[src/rtl/dbg_ctrl_pkg.sv]
package dbg_ctrl_pkg;
  localparam int REG_W   = 8;
  // Bit positions within the control register
  localparam int B_HALT  = 0;
  localparam int B_STEP  = 1;
  localparam int CFG_LSB = 2;
  localparam int N_CFG   = 4;
  localparam int B_RSVD  = CFG_LSB + N_CFG;
  localparam int B_STAT  = REG_W - 1;
  // Index of each enable within the configuration bank
  localparam int C_BPEN   = 0;
  localparam int C_BPHALT = 1;
  localparam int C_LINK   = 2;
  localparam int C_CRC    = 3;

  typedef logic [REG_W-1:0] reg_t;
  typedef logic [N_CFG-1:0] cfg_t;

  typedef struct packed {
    logic halt;
    logic step;
  } run_state_t;
endpackage

[src/rtl/dbg_cfg_bits.sv]
module dbg_cfg_bits
  import dbg_ctrl_pkg::*;
(
  input  logic clk,
  input  logic rst_n,
  input  logic wr_en,
  input  cfg_t wr_cfg,
  output cfg_t cfg_q
);
  for (genvar i = 0; i < N_CFG; i++) begin : g_bit
    always_ff @(posedge clk or negedge rst_n) begin
      if (!rst_n)     cfg_q[i] <= 1'b0;
      else if (wr_en) cfg_q[i] <= wr_cfg[i];
    end
  end
endmodule

[src/rtl/dbg_halt_fsm.sv]
module dbg_halt_fsm
  import dbg_ctrl_pkg::*;
(
  input  logic       clk,
  input  logic       rst_n,
  input  logic       wr_en,
  input  logic       wr_halt,
  input  logic       wr_step,
  input  logic       bp_hit,
  input  logic       bp_halt_en,
  input  logic       instr_done,
  output run_state_t st_q,
  output logic       fetch_en
);
  run_state_t st_d;
  logic bp_stop;
  logic step_accept;

  assign bp_stop     = bp_hit && bp_halt_en;
  assign step_accept = wr_en && wr_step && wr_halt && st_q.halt;

  always_comb begin
    st_d = st_q;
    // halt: a breakpoint stop outranks any write
    if (bp_stop)    st_d.halt = 1'b1;
    else if (wr_en) st_d.halt = wr_halt;
    // step: ends on completion, may be re-armed, dies with halt
    if (st_q.step && instr_done) st_d.step = 1'b0;
    if (step_accept)             st_d.step = 1'b1;
    if (!st_d.halt)              st_d.step = 1'b0;
  end

  always_ff @(posedge clk or negedge rst_n) begin
    if (!rst_n) st_q <= '0;
    else        st_q <= st_d;
  end

  assign fetch_en = !st_q.halt || st_q.step;
endmodule

[src/rtl/dbg_readback.sv]
module dbg_readback
  import dbg_ctrl_pkg::*;
(
  input  run_state_t st,
  input  cfg_t       cfg,
  input  logic       dbg_en,
  output reg_t       rd_data
);
  always_comb begin
    rd_data                   = '0;
    rd_data[B_HALT]           = st.halt;
    rd_data[B_STEP]           = st.step;
    rd_data[CFG_LSB +: N_CFG] = cfg;
    rd_data[B_STAT]           = dbg_en;
  end
endmodule

[src/rtl/dbg_run_ctrl.sv]
module dbg_run_ctrl
  import dbg_ctrl_pkg::*;
(
  input  logic             clk,
  input  logic             rst_n,
  input  logic             wr_en_i,
  input  logic [REG_W-1:0] wr_data_i,
  output logic [REG_W-1:0] rd_data_o,
  input  logic             dbg_enable_i,
  input  logic             bp_hit_i,
  input  logic             instr_done_i,
  output logic             fetch_en_o,
  output logic             bp_en_o,
  output logic             link_en_o,
  output logic             crc_en_o
);
  cfg_t       cfg_q;
  run_state_t st_q;
  logic       unused_wr;

  // reserved and status positions take no write data
  assign unused_wr = ^{wr_data_i[B_RSVD], wr_data_i[B_STAT]};

  dbg_cfg_bits u_cfg (
    .clk    (clk),
    .rst_n  (rst_n),
    .wr_en  (wr_en_i),
    .wr_cfg (wr_data_i[CFG_LSB +: N_CFG]),
    .cfg_q  (cfg_q)
  );

  dbg_halt_fsm u_halt (
    .clk        (clk),
    .rst_n      (rst_n),
    .wr_en      (wr_en_i),
    .wr_halt    (wr_data_i[B_HALT]),
    .wr_step    (wr_data_i[B_STEP]),
    .bp_hit     (bp_hit_i),
    .bp_halt_en (cfg_q[C_BPHALT]),
    .instr_done (instr_done_i),
    .st_q       (st_q),
    .fetch_en   (fetch_en_o)
  );

  dbg_readback u_rd (
    .st      (st_q),
    .cfg     (cfg_q),
    .dbg_en  (dbg_enable_i),
    .rd_data (rd_data_o)
  );

  assign bp_en_o   = cfg_q[C_BPEN];
  assign link_en_o = cfg_q[C_LINK];
  assign crc_en_o  = cfg_q[C_CRC];
endmodule

[config.mk]
export PLATFORM = sky130hd
export DESIGN_NAME = dbg_run_ctrl
export DESIGN_NICKNAME = d
export VERILOG_FILES = /design/src/rtl/dbg_ctrl_pkg.sv /design/src/rtl/dbg_cfg_bits.sv /design/src/rtl/dbg_halt_fsm.sv /design/src/rtl/dbg_readback.sv /design/src/rtl/dbg_run_ctrl.sv
export SDC_FILE = /design/constraint.sdc
export NUM_CORES = 1
export LEC_CHECK = 0
export BUFFER_PORTS_ARGS = -buffer_cell sky130_fd_sc_hd__clkbuf_2
export CORE_AREA = 2 2 39 41
export DETAILED_ROUTE_END_ITERATION = 10
export DIE_AREA = 0 0 41 43
export PLACE_DENSITY = 0.52
export SLEW_MARGIN = 0
export SYNTH_ARGS = -nofsm -noshare
export SYNTH_HDL_FRONTEND = slang
export SYNTH_SLANG_ARGS = --single-unit
[constraint.sdc]
create_clock -name clk -period 1.5 [get_ports clk]
set_clock_uncertainty 0.2 [all_clocks]
set_input_delay 0.15 -clock clk [delete_from_list [all_inputs] [get_ports clk]]
set_output_delay 0.15 -clock clk [all_outputs]
set_load 0.005 [all_outputs]
**Yosys cells after proc, flatten, opt, wreduce, memory -nomap -nowiden**

Cells that the tools add are included.

- Bits in registers: 6
- Input bits: 14
- Output and inout port bits: 12
- Logic and storage cells: 19

- Eq/ne operators: 1
- Mux-type cells: 5
- Reductions and logical operators: 7

Operators with widths:

| kind | number |
|---|---|
| 1-bit logical AND | 5 |
| 1-bit two-way mux | 5 |
| 3-bit != test (second input constant) | 1 |
| 1-bit zero test | 1 |
| 1-bit logical OR | 1 |

**Logic depth before layout (Yosys ltp)**

Gate-level depths: netlist of run 1.

- Word-level depth: 5
- Depth in mapped cells: 3
- Mapped depth without buffers: 2

**Modules after synthesis**

A second synthesis of run 1 with hierarchy kept.

- Cell total of the unflattened synthesis: 27
- Area, all modules: 309.0 um^2

By module, submodules not included:

| module | times used | cells an instance | area an instance (um^2) | seq. area each (um^2) |
|---|---|---|---|---|
| dbg_cfg_bits | 1 | 8 | 145.1 | 100.1 |
| dbg_halt_fsm | 1 | 10 | 100.1 | 50.0 |
| dbg_readback | 1 | 9 | 63.8 | 0.0 |

**Worst setup path before layout of run 1**

OpenSTA, ideal clock, no wires.

- Path type: register to register
- Start point: register, netlist name u_halt.st_q[0]
- End point: register, netlist name u_halt.st_q[0]
- Setup time: 86 ps
- Arrival time: 683 ps
- Data required time: 1214 ps
- Path slack: 531 ps
- Cell stages (with the launch flop): 3
- Path buffers: 0
- Clock period less this slack: 969 ps
- Path through: dfrtp_1 > or2b_1 > a32oi_1

- Cells in the longest elaborated chain, start to end: 2

RTL lines:

| item | line | text |
|---|---|---|
| 1-bit logical AND | dbg_halt_fsm.sv:28 | `if (st_q.step && instr_done) st_d.step = 1'b0;` |
| 3-bit != test (no source line) | - |  |

Every way passes these cells.
A chain may end at the register's enable or synchronous reset.

**Worst setup path after layout of run 1**

- Start point: register, netlist name u_halt.st_q[0]
- End point: output port fetch_en_o

- Cells in the longest elaborated chain, start to end: 1

RTL lines:

| item | line | text |
|---|---|---|
| 1-bit logical OR | dbg_halt_fsm.sv:38 | `assign fetch_en = !st_q.halt \|\| st_q.step;` |
| end, declared | dbg_run_ctrl.sv:12 | `output logic fetch_en_o,` |

Every way passes these cells.

==> key figures, run 1 <==
Setup path
  – CP Cell Sequence: nand2b_1 > clkbuf_2
  – Required time worst endpoint: 1.15 ns
  – FF-to-FF setup slack: 0.46 ns
  – Reg-to-Reg End: u_halt.st_q[0]
  – CP top delay family: flip-flops
  – CP max-delay cell: dfrtp_1
  – Critical path class: flip-flop to primary output
  – CP max stage delay: 0.39 ns
  – Setup crit end: fetch_en_o
  – CP Capture Type: primary output
  – Stages on the worst setup path: 2
  – FF-to-FF path depth: 2
  – Critical Path Start Type: flip-flop
  – CP max FO: 3
  – Arrival @ worst endpoint: 0.89 ns
  – Crit path launch: u_halt.st_q[0]
  – Worst path buffer plus inverter count: 1
  – Worst reg2reg path startpoint: u_halt.st_q[0]

Power
  – Peak supply drop: 0.2724 mV
  – P per Cell Area: 881.4 nW/µm²
  – Leak: 0.2661 nW

Yosys
  – Mapped Avg Cell Area: 12.51 µm²
  – Post-synthesis sequential area ratio: 0.4615
  – Yosys warnings: 0
  – Post-Syn Area: 325.3 µm²
  – Syn Inst Count: 26
  – Synth cell types: 12
  – Syn_nets: 40
  – Seq cells post-synth: 6

Layout
  – Fin cells: 67
  – P&R area growth vs syn: 54.23%
  – Sequential cell area: 150.1 µm²
  – Fill count: 134
  – Share of cells above drive strength 1: 0.5490
  – Multi-input logic area: 118.9 µm²
  – Final Net Count: 67
  – # diodes: 0

CTS
  – Number of buffers created by CTS: 3
  – Clock-pin slew on the worst setup and hold paths: 0.05 ns
  – Cells resized by post-CTS repair: 0
  – Clock root buffer master: clkbuf_4
  – Worst skew pair latency: 0.24 ns
  – Post-CTS Setup Bufs: 0
  – Buffer depth of the longest clock path: 2
  – Cts hold-fix bufs: 9
  – CTS tree: yes
  – Clock sinks: 6
  – H-tree Lvls: 1

Drt
  – First drt pass iteration count: 4
  – Iter 0 DRT Violations: 3
  – Routed WL per cell: 11.09 µm
  – DR vias/cell: 4.134
  – Detail Route Antenna Nets: 0
  – DRT Wirelength: 743 µm
  – Residual DRC count: 0
  – Via Count: 277

Floorplan
  – Top Ports: 26
  – Core area: 1384 µm²
  – DIE HEIGHT: 43 µm
  – Die width: 41 µm
  – Initial Utilization: 0.2351
  – Die area: 1763 µm²
  – Row count: 14

Worst hold path
  – Hold WC Path Type: primary input to asynchronous set/reset pin

Placed design
  – Place WS: 0.4716 ns
  – Port Buffers: 20
  – Placed Cells: 55
  – DP HPWL: 480.1 µm
  – Gpl congestion: 0.6352

STA
  – Max-slew violations: 0
  – Setup TNS Final: 0 ns
  – Period minus WS final: 1.239 ns
  – Post-route clock period utilization: 0.8260
  – RSZ-0062 raised after global routing: no
  – Final Hold Fails: 0
  – Setup violators final: 0
  – Setup slack after layout: 0.2611 ns
  – FMAX: 807.1 MHz

Global routing
  – Vias in the first global route: 294
  – Largest net degree at the start of global routing: 8
  – Initial antenna violation count: 0
  – Gr usage total: 0.1191
  – First-pass GRT wire length: 1276 µm
  – Gr ovfl total: 0

Flow run
  – Max-Cap Viols: 0

Outcome
  – Run status: finished clean
stage by stage:
step / power, W / hold slack [ns] / util / instance area, µm²
floorplan: 0.0002505 / -0.3456 / - / 325.3
global placement: 0.0002753 / -0.2149 / 0.2812 / 389.1
detailed placement: 0.0002755 / -0.2093 / 0.2812 / 389.1
CTS: 0.0004500 / 0.07051 / 0.3626 / 501.7
global route: 0.0004796 / 0.09324 / 0.3626 / 501.7
finish: 0.0004422 / 0.07344 / 0.3626 / 501.7
power by group:
group / switching (W) / total [W] / leakage, nW / internal (W)
Combinational: 0.0000345 / 0.0000991 / 0.181 / 0.0000645
Sequential: 0.0000146 / 0.000192 / 0.0716 / 0.000178
Clock: 0.0000601 / 0.000151 / 0.0138 / 0.0000907
Total: 0.000109 / 0.000442 / 0.266 / 0.000333
routing by layer:
layer / global-route usage / routed length [µm] / vias to the layer above
li1: - / - / 130
met1: 0.1242 / 318 / 123
met2: 0.1625 / 335 / 22
met3: 0.06806 / 84 / 2
met4: 0.1000 / 5 / 0
met5: 0 / 0 / -
worst min-delay path by stage:
stage                     depth (start not counted)             end  startpoint
final                                             2  u_cfg.cfg_q[2]       rst_n
after global routing                              2  u_cfg.cfg_q[0]       rst_n
after CTS                                         2  u_cfg.cfg_q[0]       rst_n
after detailed placement                          1  u_cfg.cfg_q[2]       rst_n
after global placement                            1  u_cfg.cfg_q[2]       rst_n
after floorplan                                   0  u_cfg.cfg_q[0]       rst_n
cells by family after synthesis:
| family | after synthesis | synth area share |
|---|---|---|
| multiplexers | 4 | 0.1846 |
| flip-flops | 6 | 0.4615 |
| AND/OR/NAND/NOR | 7 | 0.1423 |
| buffers and inverters | 7 | 0.1731 |
| AO/OA/AOI/OAI | 1 | 0.02693 |
| other | 1 | 0.01153 |
synthesized netlist by cell type:
| cell type | instances | share of area |
|---|---|---|
| or2b_1 | 1 | 0.023 |
| nand4_1 | 1 | 0.019 |
| nand3_1 | 1 | 0.015 |
| nand2b_4 | 1 | 0.042 |
| a32oi_1 | 1 | 0.027 |
| conb_1 | 1 | 0.012 |
| buf_4 | 6 | 0.14 |
| buf_6 | 1 | 0.035 |
| mux2_4 | 4 | 0.18 |
| dfrtp_1 | 6 | 0.46 |
| nand2_1 | 2 | 0.023 |
| nand2b_1 | 1 | 0.019 |
layout make-up:
type,count,area share
clock buffers,3,0.04489
multi-input cells,13,0.2369
flip-flops and latches,6,0.2993
well taps,16,0.03990
repair buffers,29,0.3791
sequential cells by signal, indices dropped and copies added (netlist names):
signal,count
u_cfg.cfg_q,4
u_halt.st_q,2
layout by cell type (no fill, tap or decap), drive strengths merged:
master / instances
clkbuf: 23
nand2b: 2
mux2: 4
or2b: 1
conb: 1
a32oi: 1
nand4: 1
nand3: 1
dlygate4sd3: 9
nand2: 2
dfrtp: 6
Power figures use the tool's default switching activity.
==> run 2, diff against run 1 <==
- PLACE_DENSITY: 0.52 -> 0.54
- clock period: 1.5 -> 1.1 ns (I/O delays scaled with it)
==> run 2 against run 1 <==
Effect of this change:
- the flow now finishes with violations (negative hold slack, negative setup slack)
- final cell count did not move
- sequential power rose by 36%
- total power increased by 36%
- first-iteration DRC count fell by 100%
- largest cell class unchanged
- largest power group unchanged
==> key figures, run 2 (synthesized netlist as in run 1, its figures left out) <==
CTS
  – Buffer depth of the longest clock path: 2 (unchanged)
  – Clock sinks: 6 (unchanged)
  – Worst skew pair latency: 0.24 ns (about the same)
  – Number of buffers created by CTS: 3 (unchanged)
  – Clock-pin slew on the worst setup and hold paths: 0.04 ns (about the same)
  – Clock root buffer master: clkbuf_4
  – H-tree Lvls: 1 (unchanged)
  – CTS tree: yes

Layout
  – Regs by FF count: u_cfg.cfg_q x4, u_halt.st_q x2
  – Max reg flops: 4 (unchanged)
  – Most common cell after layout, fill and taps aside: clkbuf_2
  – Final Net Count: 67 (unchanged)
  – Multi-input logic area: 126.4 µm² (+6.3%)
  – Register with the most flip-flops: u_cfg.cfg_q
  – Share of cells above drive strength 1: 0.5882 (+0.03922)
  – Fill count: 143 (+6.7%)
  – P&R area growth vs syn: 55.77%
  – Final Util: 0.3662 (+0.003616)
  – Commonest non-fill, non-tap cells in the layout: clkbuf_2 (20), dlygate4sd3_1 (8), dfrtp_1 (6)
  – # diodes: 0 (unchanged)
  – Sequential cell area: 150.1 µm² (unchanged)
  – Final instance area: 506.7 µm² (+1.0%)

Outcome
  – Failing checks: negative hold slack, negative setup slack
  – Run status: complete, but fails checks

Floorplan
  – Die area: 1763 µm² (unchanged)
  – Core area: 1384 µm² (unchanged)
  – Row count: 14 (unchanged)
  – Top Ports: 26 (unchanged)
  – Die width: 41 µm (unchanged)
  – Initial Utilization: 0.2351 (unchanged)
  – DIE HEIGHT: 43 µm (unchanged)

Power
  – Leak: 0.2684 nW (+0.84%)
  – Sequential share of power: 0.433 (-0.002)
  – Clock network fraction of total power: 0.326 (-0.015)
  – Peak supply drop: 0.4601 mV (+69%)
  – Combinational Power Share: 0.241 (+0.017)
  – P per Cell Area: 1189 nW/µm² (+35%)
  – Total power: 0.0006026 W (+36%)
  – P_int: 0.0004604 W (+38%)
  – Switching share of total power: 0.2359 (-0.01135)
  – Switching power: 0.0001421 W (+30%)

Drt
  – Iter 0 DRT Violations: 0 (-3)
  – DR vias/cell: 3.985 (-3.6%)
  – Detail Route Antenna Nets: 0 (unchanged)
  – Residual DRC count: 0 (unchanged)
  – Routed WL per cell: 10.48 µm (-5.5%)
  – DRT Wirelength: 702 µm (-5.5%)
  – Via Count: 267 (-3.6%)
  – First drt pass iteration count: 1 (-3)

Placed design
  – Area post-placement: 389.1 µm² (unchanged)
  – Port Buffers: 20 (unchanged)
  – Place WS: 0.07164 ns (-0.3999 ns)
  – DP HPWL: 525.4 µm (+9.4%)
  – Gpl congestion: 0.6418 (+1.0%)

Global routing
  – Gr ovfl total: 0 (unchanged)
  – Largest net degree at the start of global routing: 8 (unchanged)
  – Initial antenna violation count: 0 (unchanged)
  – Vias in the first global route: 259 (-12%)
  – First-pass GRT wire length: 1041 µm (-18%)
  – Gr usage total: 0.09485 (-0.02422)

STA
  – Setup violators final: 1 (+1)
  – FMAX: 846.2 MHz
  – Max-slew violations: 0 (unchanged)
  – Final Hold Fails: 1 (+1)
  – Post-route clock period utilization: 1.074
  – Setup slack after layout: -0.08169 ns (-0.3427 ns)
  – Final hold slack: -0.07554 ns (-0.1490 ns)
  – RSZ-0062 raised after global routing: yes
  – Period minus WS final: 1.182 ns

Setup path
  – CP max FO: 3 (unchanged)
  – Required time worst endpoint: 0.79 ns (-0.36 ns)
  – CP Capture Type: primary output
  – Critical Path Start Type: flip-flop
  – Arrival @ worst endpoint: 0.87 ns (-0.02 ns)
  – Critical path class: flip-flop to primary output

Worst hold path
  – Hold WC Path Type: primary input to flip-flop

Flow run
  – Max-Cap Viols: 0 (unchanged)
## run 2: cell count changes in the layout (fill, tap and decap cells not counted)
cell           before  now
buf_4               0    1
nand2b_4            1    2
dlygate4sd3_1       9    8
nand2b_1            1    0
## run 2: path summary, 6_finish.rpt
path | start | endpoint | slack (ns) | cells after the start
worst max-delay path | u_halt.st_q[0] | fetch_en_o | -0.08 | 2
worst min-delay path | instr_done_i | u_halt.st_q[0] | -0.08 | 3
worst max register to register | u_halt.st_q[1] | u_halt.st_q[0] | 0.02 | 3
worst min register to register | u_cfg.cfg_q[2] | u_cfg.cfg_q[2] | 0.33 | 1
max in group asynchronous | rst_n | u_cfg.cfg_q[3] | 0.51 | 2
min in group asynchronous | rst_n | u_halt.st_q[1] | 0.04 | 2
## run 2: layer usage
| layer | up-vias | global-route usage | part of all wire | wire [µm] |
|---|---|---|---|---|
| met1 | 113 | 0.1078 | 0.43 | 301 |
| li1 | 132 | - | - | - |
| met2 | 22 | 0.1219 | 0.44 | 311 |
| met5 | - | 0 | 0 | 0 |
| met4 | 0 | 0.08000 | 0 | 0 |
| met3 | 0 | 0.05236 | 0.13 | 88 |
## run 2: what timing repair did
action / 4_1_cts / 5_1_grt
pin swaps: 0 / 1
setup buffers: 1 / 0
gates resized for setup: 0 / 1
hold endpoints to repair: 12 / 1
setup endpoints to repair: 2 / 1
hold buffers: 7 / 1
## run 2: layout make-up
| cell class | count | share of cell area |
|---|---|---|
| timing repair buffer | 29 | 0.3704 |
| sequential | 6 | 0.2963 |
| multi-input combinational | 13 | 0.2494 |
| clock buffer | 3 | 0.04444 |
| tap | 16 | 0.03951 |
## run 2: per-stage QoR
step,std cells,hold slack (ns),TNS (ns)
2_1_floorplan,26,-0.3856,0
3_3_place_gp,55,-0.2564,0
3_5_place_dp,55,-0.2520,0
4_1_cts,66,-0.08475,-0.09615
5_1_grt,67,-0.05944,-0.2157
6_report,67,-0.07554,-0.08169
## run 2: power by group through the flow
| stage | logic, W | registers, W | clock network, W |
|---|---|---|---|
| 6_report | 0.000145 | 0.000261 | 0.000197 |
| 5_1_grt | 0.000162 | 0.000264 | 0.000228 |
| 4_1_cts | 0.000141 | 0.000259 | 0.000210 |
| 3_5_place_dp | 0.000111 | 0.000265 | 0 |
| 3_3_place_gp | 0.000111 | 0.000264 | 0 |
| 2_1_floorplan | 0.0000774 | 0.000264 | 0 |
## run 2: critical path, stage by stage, from the launching register on
cell      delay [ns]
dfrtp_1         0.39
nand2b_4        0.14
clkbuf_2        0.10
==> run 3, diff against run 2 <==
- PLACE_DENSITY: 0.54 -> 0.52
- clock period: 1.1 -> 1.35 ns (I/O delays scaled with it)
==> run 3 against run 2 <==
Effect of this change:
- the run now ends clean
- wire length rose by 1.3%
- cell area is 0.99% lower
- die area unchanged
- critical path type unchanged
- highest routed layer is now met4
==> key figures, run 3 (synthesized netlist as in run 1, its figures left out) <==
Outcome
  – Run status: finished clean

CTS
  – Post-CTS Setup Bufs: 0 (-1)
  – Worst skew pair latency: 0.24 ns (about the same)
  – H-tree Lvls: 1 (unchanged)
  – Number of buffers created by CTS: 3 (unchanged)
  – Clock-pin slew on the worst setup and hold paths: 0.05 ns (about the same)
  – CTS tree: yes
  – Buffer depth of the longest clock path: 2 (unchanged)
  – Clock root buffer master: clkbuf_4
  – Clock sinks: 6 (unchanged)

Global routing
  – Gr usage total: 0.1141 (+0.01929)
  – Vias in the first global route: 283 (+9.3%)
  – First-pass GRT wire length: 1269 µm (+22%)
  – Initial antenna violation count: 0 (unchanged)
  – Largest net degree at the start of global routing: 8 (unchanged)
  – Gr ovfl total: 0 (unchanged)

Layout
  – Fin cells: 67 (unchanged)
  – Regs by FF count: u_cfg.cfg_q x4, u_halt.st_q x2
  – P&R area growth vs syn: 54.23%
  – Max reg flops: 4 (unchanged)
  – Register with the most flip-flops: u_cfg.cfg_q
  – Share of cells above drive strength 1: 0.5490 (-0.03922)
  – Final Net Count: 67 (unchanged)
  – Most common cell after layout, fill and taps aside: clkbuf_2
  – Final instance area: 501.7 µm² (-0.99%)
  – Commonest non-fill, non-tap cells in the layout: clkbuf_2 (20), dlygate4sd3_1 (9), dfrtp_1 (6)
  – # diodes: 0 (unchanged)

Setup path
  – CP top delay family: flip-flops
  – Required time worst endpoint: 1.01 ns (+0.22 ns)
  – CP max-delay cell: dfrtp_1
  – CP max stage delay: 0.39 ns (about the same)
  – FF-to-FF path depth: 2 (-1)
  – Critical path class: flip-flop to primary output
  – CP Capture Type: primary output
  – Worst path buffer plus inverter count: 1 (unchanged)
  – CP Cell Sequence: nand2b_1 > clkbuf_2
  – Arrival @ worst endpoint: 0.88 ns (about the same)
  – Worst reg2reg path startpoint: u_halt.st_q[0]
  – FF-to-FF setup slack: 0.34 ns (+0.32 ns)
  – Reg-to-Reg End: u_halt.st_q[0]
  – CP max FO: 3 (unchanged)
  – Critical Path Start Type: flip-flop

Floorplan
  – Die area: 1763 µm² (unchanged)
  – Initial Utilization: 0.2351 (unchanged)
  – Top Ports: 26 (unchanged)
  – Core area: 1384 µm² (unchanged)
  – Row count: 14 (unchanged)
  – DIE HEIGHT: 43 µm (unchanged)
  – Die width: 41 µm (unchanged)

STA
  – Final Hold Fails: 0 (-1)
  – Setup violators final: 0 (-1)
  – Final hold slack: 0.05192 ns (+0.1275 ns)
  – Setup TNS Final: 0 ns (+0.08169 ns)
  – Period minus WS final: 1.219 ns
  – RSZ-0062 raised after global routing: no
  – Setup slack after layout: 0.1311 ns (+0.2128 ns)
  – Max-slew violations: 0 (unchanged)
  – FMAX: 820.4 MHz
  – Post-route clock period utilization: 0.9029

Placed design
  – Placed Cells: 55 (unchanged)
  – Gpl congestion: 0.6364 (-0.84%)
  – Place WS: 0.3408 ns (+0.2692 ns)
  – Port Buffers: 20 (unchanged)
  – Area post-placement: 389.1 µm² (unchanged)

Drt
  – DRT Wirelength: 711 µm (+1.3%)
  – Routed WL per cell: 10.61 µm (+1.3%)
  – Iter 0 DRT Violations: 4 (+4)
  – DR vias/cell: 3.925 (-1.5%)
  – Residual DRC count: 0 (unchanged)
  – Detail Route Antenna Nets: 0 (unchanged)
  – First drt pass iteration count: 2 (+1)
  – Via Count: 263 (-1.5%)

Power
  – Leak: 0.2661 nW (-0.83%)
  – P per Cell Area: 970.2 nW/µm² (-18%)
  – Switching share of total power: 0.2406 (+0.004711)
  – P_int: 0.0003697 W (-20%)
  – Combinational Power Share: 0.224 (-0.017)
  – Peak supply drop: 0.3403 mV (-26%)
  – Switching power: 0.0001171 W (-18%)
  – Sequential share of power: 0.441 (+0.008)
  – Clock network fraction of total power: 0.335 (+0.009)

Worst hold path
  – Hold WC Path Type: primary input to asynchronous set/reset pin

Flow run
  – Max-Cap Viols: 0 (unchanged)
-- run 3: cell count changes in the layout (fill, tap and decap cells not counted), sizes merged --
cell / change
dlygate4sd3: +1
buf: -1
-- run 3: worst max-delay path by stage --
stage               depth (start not counted)  slack (ns)           start             end
floorplan                                   2        0.38  u_halt.st_q[0]  u_halt.st_q[0]
global placement                            2        0.35  u_halt.st_q[0]  u_halt.st_q[0]
detailed placement                          2        0.34  u_halt.st_q[0]  u_halt.st_q[0]
CTS                                         2        0.12  u_halt.st_q[1]      fetch_en_o
global route                                2        0.07  u_halt.st_q[0]      fetch_en_o
finish                                      2        0.13  u_halt.st_q[0]      fetch_en_o
-- run 3: layer usage --
layer,wire length (µm),global-route usage,share of wire,up-vias
met5,0,0,0,-
met4,5,0.08000,0.0070,0
met3,86,0.05236,0.12,2
met2,302,0.1625,0.42,22
met1,316,0.1279,0.44,108
li1,-,-,-,131
-- run 3: layout make-up --
cell class / instances / area [µm²]
clock buffer: 3 / 22.52
fill: 138 / 882.1
multi-input combinational: 13 / 118.9
sequential: 6 / 150.1
tap: 16 / 20.02
timing repair buffer: 29 / 190.2
-- run 3: stage by stage --
| stage | total power [W] | util |
|---|---|---|
| 6_report | 0.0004868 | 0.3626 |
| 5_1_grt | 0.0005287 | 0.3626 |
| 4_1_cts | 0.0004990 | 0.3626 |
| 3_5_place_dp | 0.0003064 | 0.2812 |
| 3_3_place_gp | 0.0003059 | 0.2812 |
| 2_1_floorplan | 0.0002784 | - |
-- run 3: what timing repair did --
item | CTS | global route
hold buffers | 9 | 0
endpoints found under the hold margin | 12 | 0
resized for setup | 0 | 0
-- run 3: power groups by stage --
| stage | Clock (W) | Combinational (W) | Sequential [W] |
|---|---|---|---|
| after global placement | 0 | 0.0000907 | 0.000215 |
| final | 0.000163 | 0.000109 | 0.000214 |
| after detailed placement | 0 | 0.0000902 | 0.000216 |
| after CTS | 0.000174 | 0.000111 | 0.000215 |
| after global routing | 0.000186 | 0.000124 | 0.000219 |
| after floorplan | 0 | 0.0000630 | 0.000215 |
-- run 3: worst reg2reg max path, stage by stage (launching register included) --
cell and delay (ns):
dfrtp_1 0.36, or2b_1 0.23, a32oi_1 0.14
